## src/rtl/fdc_pkg.sv

```systemverilog
package fdc_pkg;
  localparam int N_CLASS = 12;
  localparam int N_FMT   = 3;
  localparam int OP_W    = 128;

  typedef enum logic [1:0] {
    FMT_S   = 2'd0,
    FMT_D   = 2'd1,
    FMT_Q   = 2'd2,
    FMT_BAD = 2'd3
  } fmt_e;

  typedef enum logic [2:0] {
    CL_ZERO = 3'd0,
    CL_NORM = 3'd1,
    CL_SUB  = 3'd2,
    CL_INF  = 3'd3,
    CL_QNAN = 3'd4,
    CL_SNAN = 3'd5
  } cat_e;

  function automatic int exp_w(int f);
    case (f)
      0:       return 8;
      1:       return 11;
      default: return 15;
    endcase
  endfunction

  function automatic int frac_w(int f);
    case (f)
      0:       return 23;
      1:       return 52;
      default: return 112;
    endcase
  endfunction

  // class number = 2*category + sign, placed MSB-first
  function automatic logic [N_CLASS-1:0] class_vec(cat_e c, logic neg);
    int n;
    n = 2 * int'(c) + int'(neg);
    return N_CLASS'(1) << (N_CLASS - 1 - n);
  endfunction
endpackage

```

## src/rtl/fdc_classify.sv

```systemverilog
module fdc_classify
  import fdc_pkg::*;
#(
  parameter int EXP_W  = 8,
  parameter int FRAC_W = 23,
  parameter int BUS_W  = 128
) (
  input  logic [BUS_W-1:0]   op_i,
  output logic [N_CLASS-1:0] class_o
);
  localparam int SIGN_POS = EXP_W + FRAC_W;

  logic [EXP_W-1:0]  exp_f;
  logic [FRAC_W-1:0] frac_f;
  logic              neg;
  logic              exp_zero, exp_ones, frac_zero, frac_top;
  cat_e              cat;

  assign neg       = op_i[SIGN_POS];
  assign exp_f     = op_i[SIGN_POS-1:FRAC_W];
  assign frac_f    = op_i[FRAC_W-1:0];
  assign exp_zero  = (exp_f == '0);
  assign exp_ones  = &exp_f;
  assign frac_zero = (frac_f == '0);
  assign frac_top  = frac_f[FRAC_W-1];

  // common cases first; signaling NaN is what remains
  always_comb begin
    if (!exp_zero && !exp_ones)      cat = CL_NORM;
    else if (exp_zero && frac_zero)  cat = CL_ZERO;
    else if (exp_zero)               cat = CL_SUB;
    else if (frac_zero)              cat = CL_INF;
    else if (frac_top)               cat = CL_QNAN;
    else                             cat = CL_SNAN;
  end

  assign class_o = class_vec(cat, neg);
endmodule

```

## config.mk

```make
export PLATFORM = sky130hd
export DESIGN_NAME = fdc_classify
export DESIGN_NICKNAME = d
export VERILOG_FILES = /design/src/rtl/fdc_pkg.sv /design/src/rtl/fdc_classify.sv
export SDC_FILE = /design/constraint.sdc
export NUM_CORES = 1
export LEC_CHECK = 0
export ABC_AREA = 1
export BUFFER_PORTS_ARGS = -buffer_cell sky130_fd_sc_hd__buf_2
export CORE_AREA = 2 2 55 57
export DETAILED_ROUTE_END_ITERATION = 10
export DIE_AREA = 0 0 57 59
export GPL_TIMING_DRIVEN = 0
export PLACE_DENSITY = 0.76
export RECOVER_POWER = 100
export SYNTH_ARGS = -nofsm -noshare
export SYNTH_HDL_FRONTEND = slang
export SYNTH_SLANG_ARGS = --single-unit
```

## constraint.sdc

```tcl
create_clock -name vclk -period 2.2
set_input_delay 0.22 -clock vclk [all_inputs]
set_output_delay 0.22 -clock vclk [all_outputs]
set_load 0.05 [all_outputs]
```

Yosys cells after proc, flatten, opt, wreduce, memory -nomap -nowiden
Index checks and enable logic that the tools add are counted.
{ "totals": {"ff_bits": 0, "latchBits": 0, "mem_bits_rw": 0, "rom_bits": 0, "out_inout_bits": 12, "word_cells": 15, "mem_count": 0} }
{ "op_classes": {"add_sub_neg": 2, "n_mul": 0, "div": 0, "n_lt_le_gt_ge": 0, "n_eq_ne": 0, "n_shift": 1, "mux": 5, "n_bitwise": 0, "reduce_logical": 7} }
{ "op_table": {"columns": ["operator", "n"], "rows": [
  ["<< shifter 1 x 32 -> 12 bit, first input constant", 1],
  ["zero test 23 bit", 1],
  ["2-to-1 mux 3 bit", 4],
  ["zero test 8 bit", 1],
  ["AND reduction 8 bit", 1],
  ["subtractor 4 x 5 -> 6 bit, first input constant", 1],
  ["adder 4 x 1 -> 5 bit", 1],
  ["logical AND 1 bit", 2],
  ["zero test 1 bit", 2],
  ["2-to-1 mux 1 bit", 1]
]} }

Depth between registers and ports, before layout
{ "logic_depth": {"ltp_word": 8, "ltp_mapped": 12, "depth_no_buf": 12} }

Worst setup path before layout
No wires, ideal clock.
{ "synth_path": {"path_type": "in2out", "start": "input op_i[9]", "end": "output class_o[8]", "t_arrival_ns": 3.116, "t_required_ns": 1.980, "path_slack_ns": -1.136, "cell_stages": 9, "cell_sequence": "nor4_1 > and2_1 > nand4_1 > ha_1 > nand2_1 > ha_1 > nor2_1 > ha_1 > nor4_1"} }
{ "synth_via": {"elab_chain_cells": 8, "word_cells_on_any_way": 9} }
{ "synth_lines": {"columns": ["item", "line_no", "source"], "rows": [
  ["start, declared", "fdc_classify.sv:8", "input logic [BUS_W-1:0] op_i,"],
  ["zero test 23 bit *", "fdc_classify.sv:24", "assign frac_zero = (frac_f == '0);"],
  ["2-to-1 mux 3 bit", "fdc_classify.sv:32", "else if (frac_zero) cat = CL_INF;"],
  ["2-to-1 mux 3 bit", "fdc_classify.sv:31", "else if (exp_zero) cat = CL_SUB;"],
  ["2-to-1 mux 3 bit *", "fdc_classify.sv:30", "else if (exp_zero && frac_zero) cat = CL_ZERO;"],
  ["2-to-1 mux 3 bit *", "fdc_classify.sv:29", "if (!exp_zero && !exp_ones) cat = CL_NORM;"],
  ["adder 4 x 1 -> 5 bit *", "fdc_pkg.sv:41", "n = 2 * int'(c) + int'(neg);"],
  ["subtractor 4 x 5 -> 6 bit *", "fdc_pkg.sv:42", "return N_CLASS'(1) << (N_CLASS - 1 - n);"],
  ["<< shifter 1 x 32 -> 12 bit *", "fdc_pkg.sv:42", null],
  ["end, declared", "fdc_classify.sv:9", "output logic [N_CLASS-1:0] class_o"]
]} }
Every way passes the cells marked *; elsewhere a longest branch is shown, timed or not.

Final worst setup path
{ "layout_path": {"start": "input op_i[13]", "end": "output class_o[5]"} }
Same word-level chain as after synthesis.

==> flow_metrics.env <==
export IMPL_layout_nets=257
export IMPL_route_detailed_drc=0
export IMPL_diodes=0
export IMPL_violations="setup timing"
export IMPL_grt_total_usage=0.102
export IMPL_core_um2=2710
export IMPL_gr_total_overflow=0
export IMPL_fin_crit_sh=1.09
export IMPL_drt_total_wl_um=1570
export IMPL_die_h_um=59
export IMPL_dp_hpwl_um=1280
export IMPL_cts_hold_buf=0
export IMPL_rsz0062_at_grt="true"
export IMPL_worstMarginPinSlew_ns=0.264
export IMPL_setup_violations_final=12
export IMPL_postLayoutSetupSlackWorst_ns=-0.206
export IMPL_ant_nets=0
export IMPL_netlist_area_um2=417
export IMPL_start_kind="input port"
export IMPL_fillCellCount=286
export IMPL_num_vias=629
export IMPL_grt_pass1_wl_um=2830
export IMPL_crit_arrival_ns=2.19
export IMPL_seq_area_um2=0
export IMPL_fmax_mhz=416
export IMPL_layout_drive_gt1_share=0.740
export IMPL_boundaryPins=140
export IMPL_wire_per_inst_um=10.2
export IMPL_hold_class="input port to output pin"
export IMPL_fin_util=0.392
export IMPL_postSynthCellCount=75
export IMPL_port_buffers=44
export IMPL_vdd_drop_max_uv=37.7
export IMPL_final_cell_mix="30 x buf_2, 12 x nand2_1, 12 x buf_6, 11 x inv_1, 11 x nor2_4"
export IMPL_cp_required_ns=1.98
export IMPL_seq_area_frac_synth=0
export IMPL_final_common_cell="buf_2"
export IMPL_synthToLayoutAreaGrowth_pct=155
export IMPL_slew_viol_final=0
export IMPL_first_pass_iters=2
export IMPL_layout_sequential_cells=0
export IMPL_critPathMaxFanout=6
export IMPL_power_density_nw_per_um2=80.9
export IMPL_ys_warnings_count=0
export IMPL_grt_pass1_vias=661
export IMPL_clkbuf_count=0
export IMPL_grt_max_degree=7
export IMPL_syn_nets=207
export IMPL_antenna_found_initial=0
export IMPL_max_slew_margin=0.824
export IMPL_total_power_mw=0.0860
export IMPL_dieArea_um2=3360
export IMPL_initial_core_util=0.154
export IMPL_hold_viol_final=0
export IMPL_place_gp_congestion=0.667
export IMPL_worstSetupPathType="input port to output pin"
export IMPL_finalCriticalPeriod_ns=2.41
export IMPL_cp_end_kind="output pin"
export IMPL_via_per_inst=4.08
export IMPL_max_cap_violations=0
export IMPL_synth_distinct_cells=17
export IMPL_num_rows=19
export IMPL_drt_initial_drc_count=4
export IMPL_synth_area_per_cell_um2=5.56
export IMPL_p_leak_nw=0.501
export IMPL_status="complete, but fails checks"
export IMPL_die_w_um=57
## path summary, 6_finish.rpt
path     start          to  slack [ns]  cells after the start
max   op_i[13]  class_o[5]       -0.21                     12
min   op_i[31]  class_o[9]        0.80                      3
## cell type report
type | instances | area (um^2) | area share
Multi-Input combinational cell | 60 | 617 | 0.581
Timing Repair Buffer | 48 | 345 | 0.325
Tap cell | 31 | 38.8 | 0.0365
Inverter | 15 | 61.3 | 0.0577
## metrics by stage
stage	setup slack [ns]	hold WS (ns)	instance area, um^2	instances	setup TNS, ns
floorplan	-0.235	0.507	574	75	-1.48
global placement	-0.447	0.812	833	150	-4.51
detailed placement	-0.472	0.812	833	150	-4.88
CTS	-0.244	0.790	1040	154	-2.46
global route	-0.323	0.823	1060	154	-3.50
finish	-0.206	0.803	1060	154	-1.97
## synth_stat cells
cell type	number	area (um^2)
and2_1	1	6.26
nor4_1	7	43.8
ha_1	4	50.1
nand2_4	2	22.5
nand3_1	1	5.00
nor2_1	11	41.3
nand3_2	3	30.0
inv_4	1	6.26
inv_1	13	48.8
inv_2	1	3.75
nand4_1	1	6.26
nor3_1	4	20.0
nor2_2	3	18.8
nor2_4	2	22.5
a21oi_2	1	8.76
nand2_2	3	18.8
nand2_1	17	63.8
## report_power, final
part           total [mW]  internal, mW  switching, mW
clock                   0             0              0
sequential              0             0              0
combinational      0.0860        0.0421         0.0438
total              0.0860        0.0421         0.0438
## layer usage
layer  vias to the layer above  part of all wire  GRT usage
met2                        16              0.62      0.228
met5                         -                 0          0
met1                       276              0.34      0.107
li1                        337                 -          -
met3                         0             0.041    0.00873
met4                         0                 0          0
## cells by family (layout without fill, tap and decap cells)
group	after synthesis	count (layout)	synth area share
fa+ha+maj	4	4	0.120
simple gates	55	55	0.718
compound gates	1	1	0.0210
buf+inv	15	63	0.141
## critical path, stage by stage
cell	delay [ns]
buf_6	0.09
nor4_4	0.25
and2_1	0.15
nand4_1	0.08
ha_1	0.30
nand2_2	0.12
ha_4	0.16
nor2_4	0.04
ha_4	0.35
nand2_4	0.11
nor3_4	0.13
buf_6	0.18
## timing repair
| item | in CTS | in global routing |
|---|---|---|
| endpoints found under the setup margin | 12 | 12 |
| pin swaps | 12 | 13 |
| setup buffers | 4 | 0 |
| resized for setup | 44 | 5 |
(Power assumes the default switching activity.)
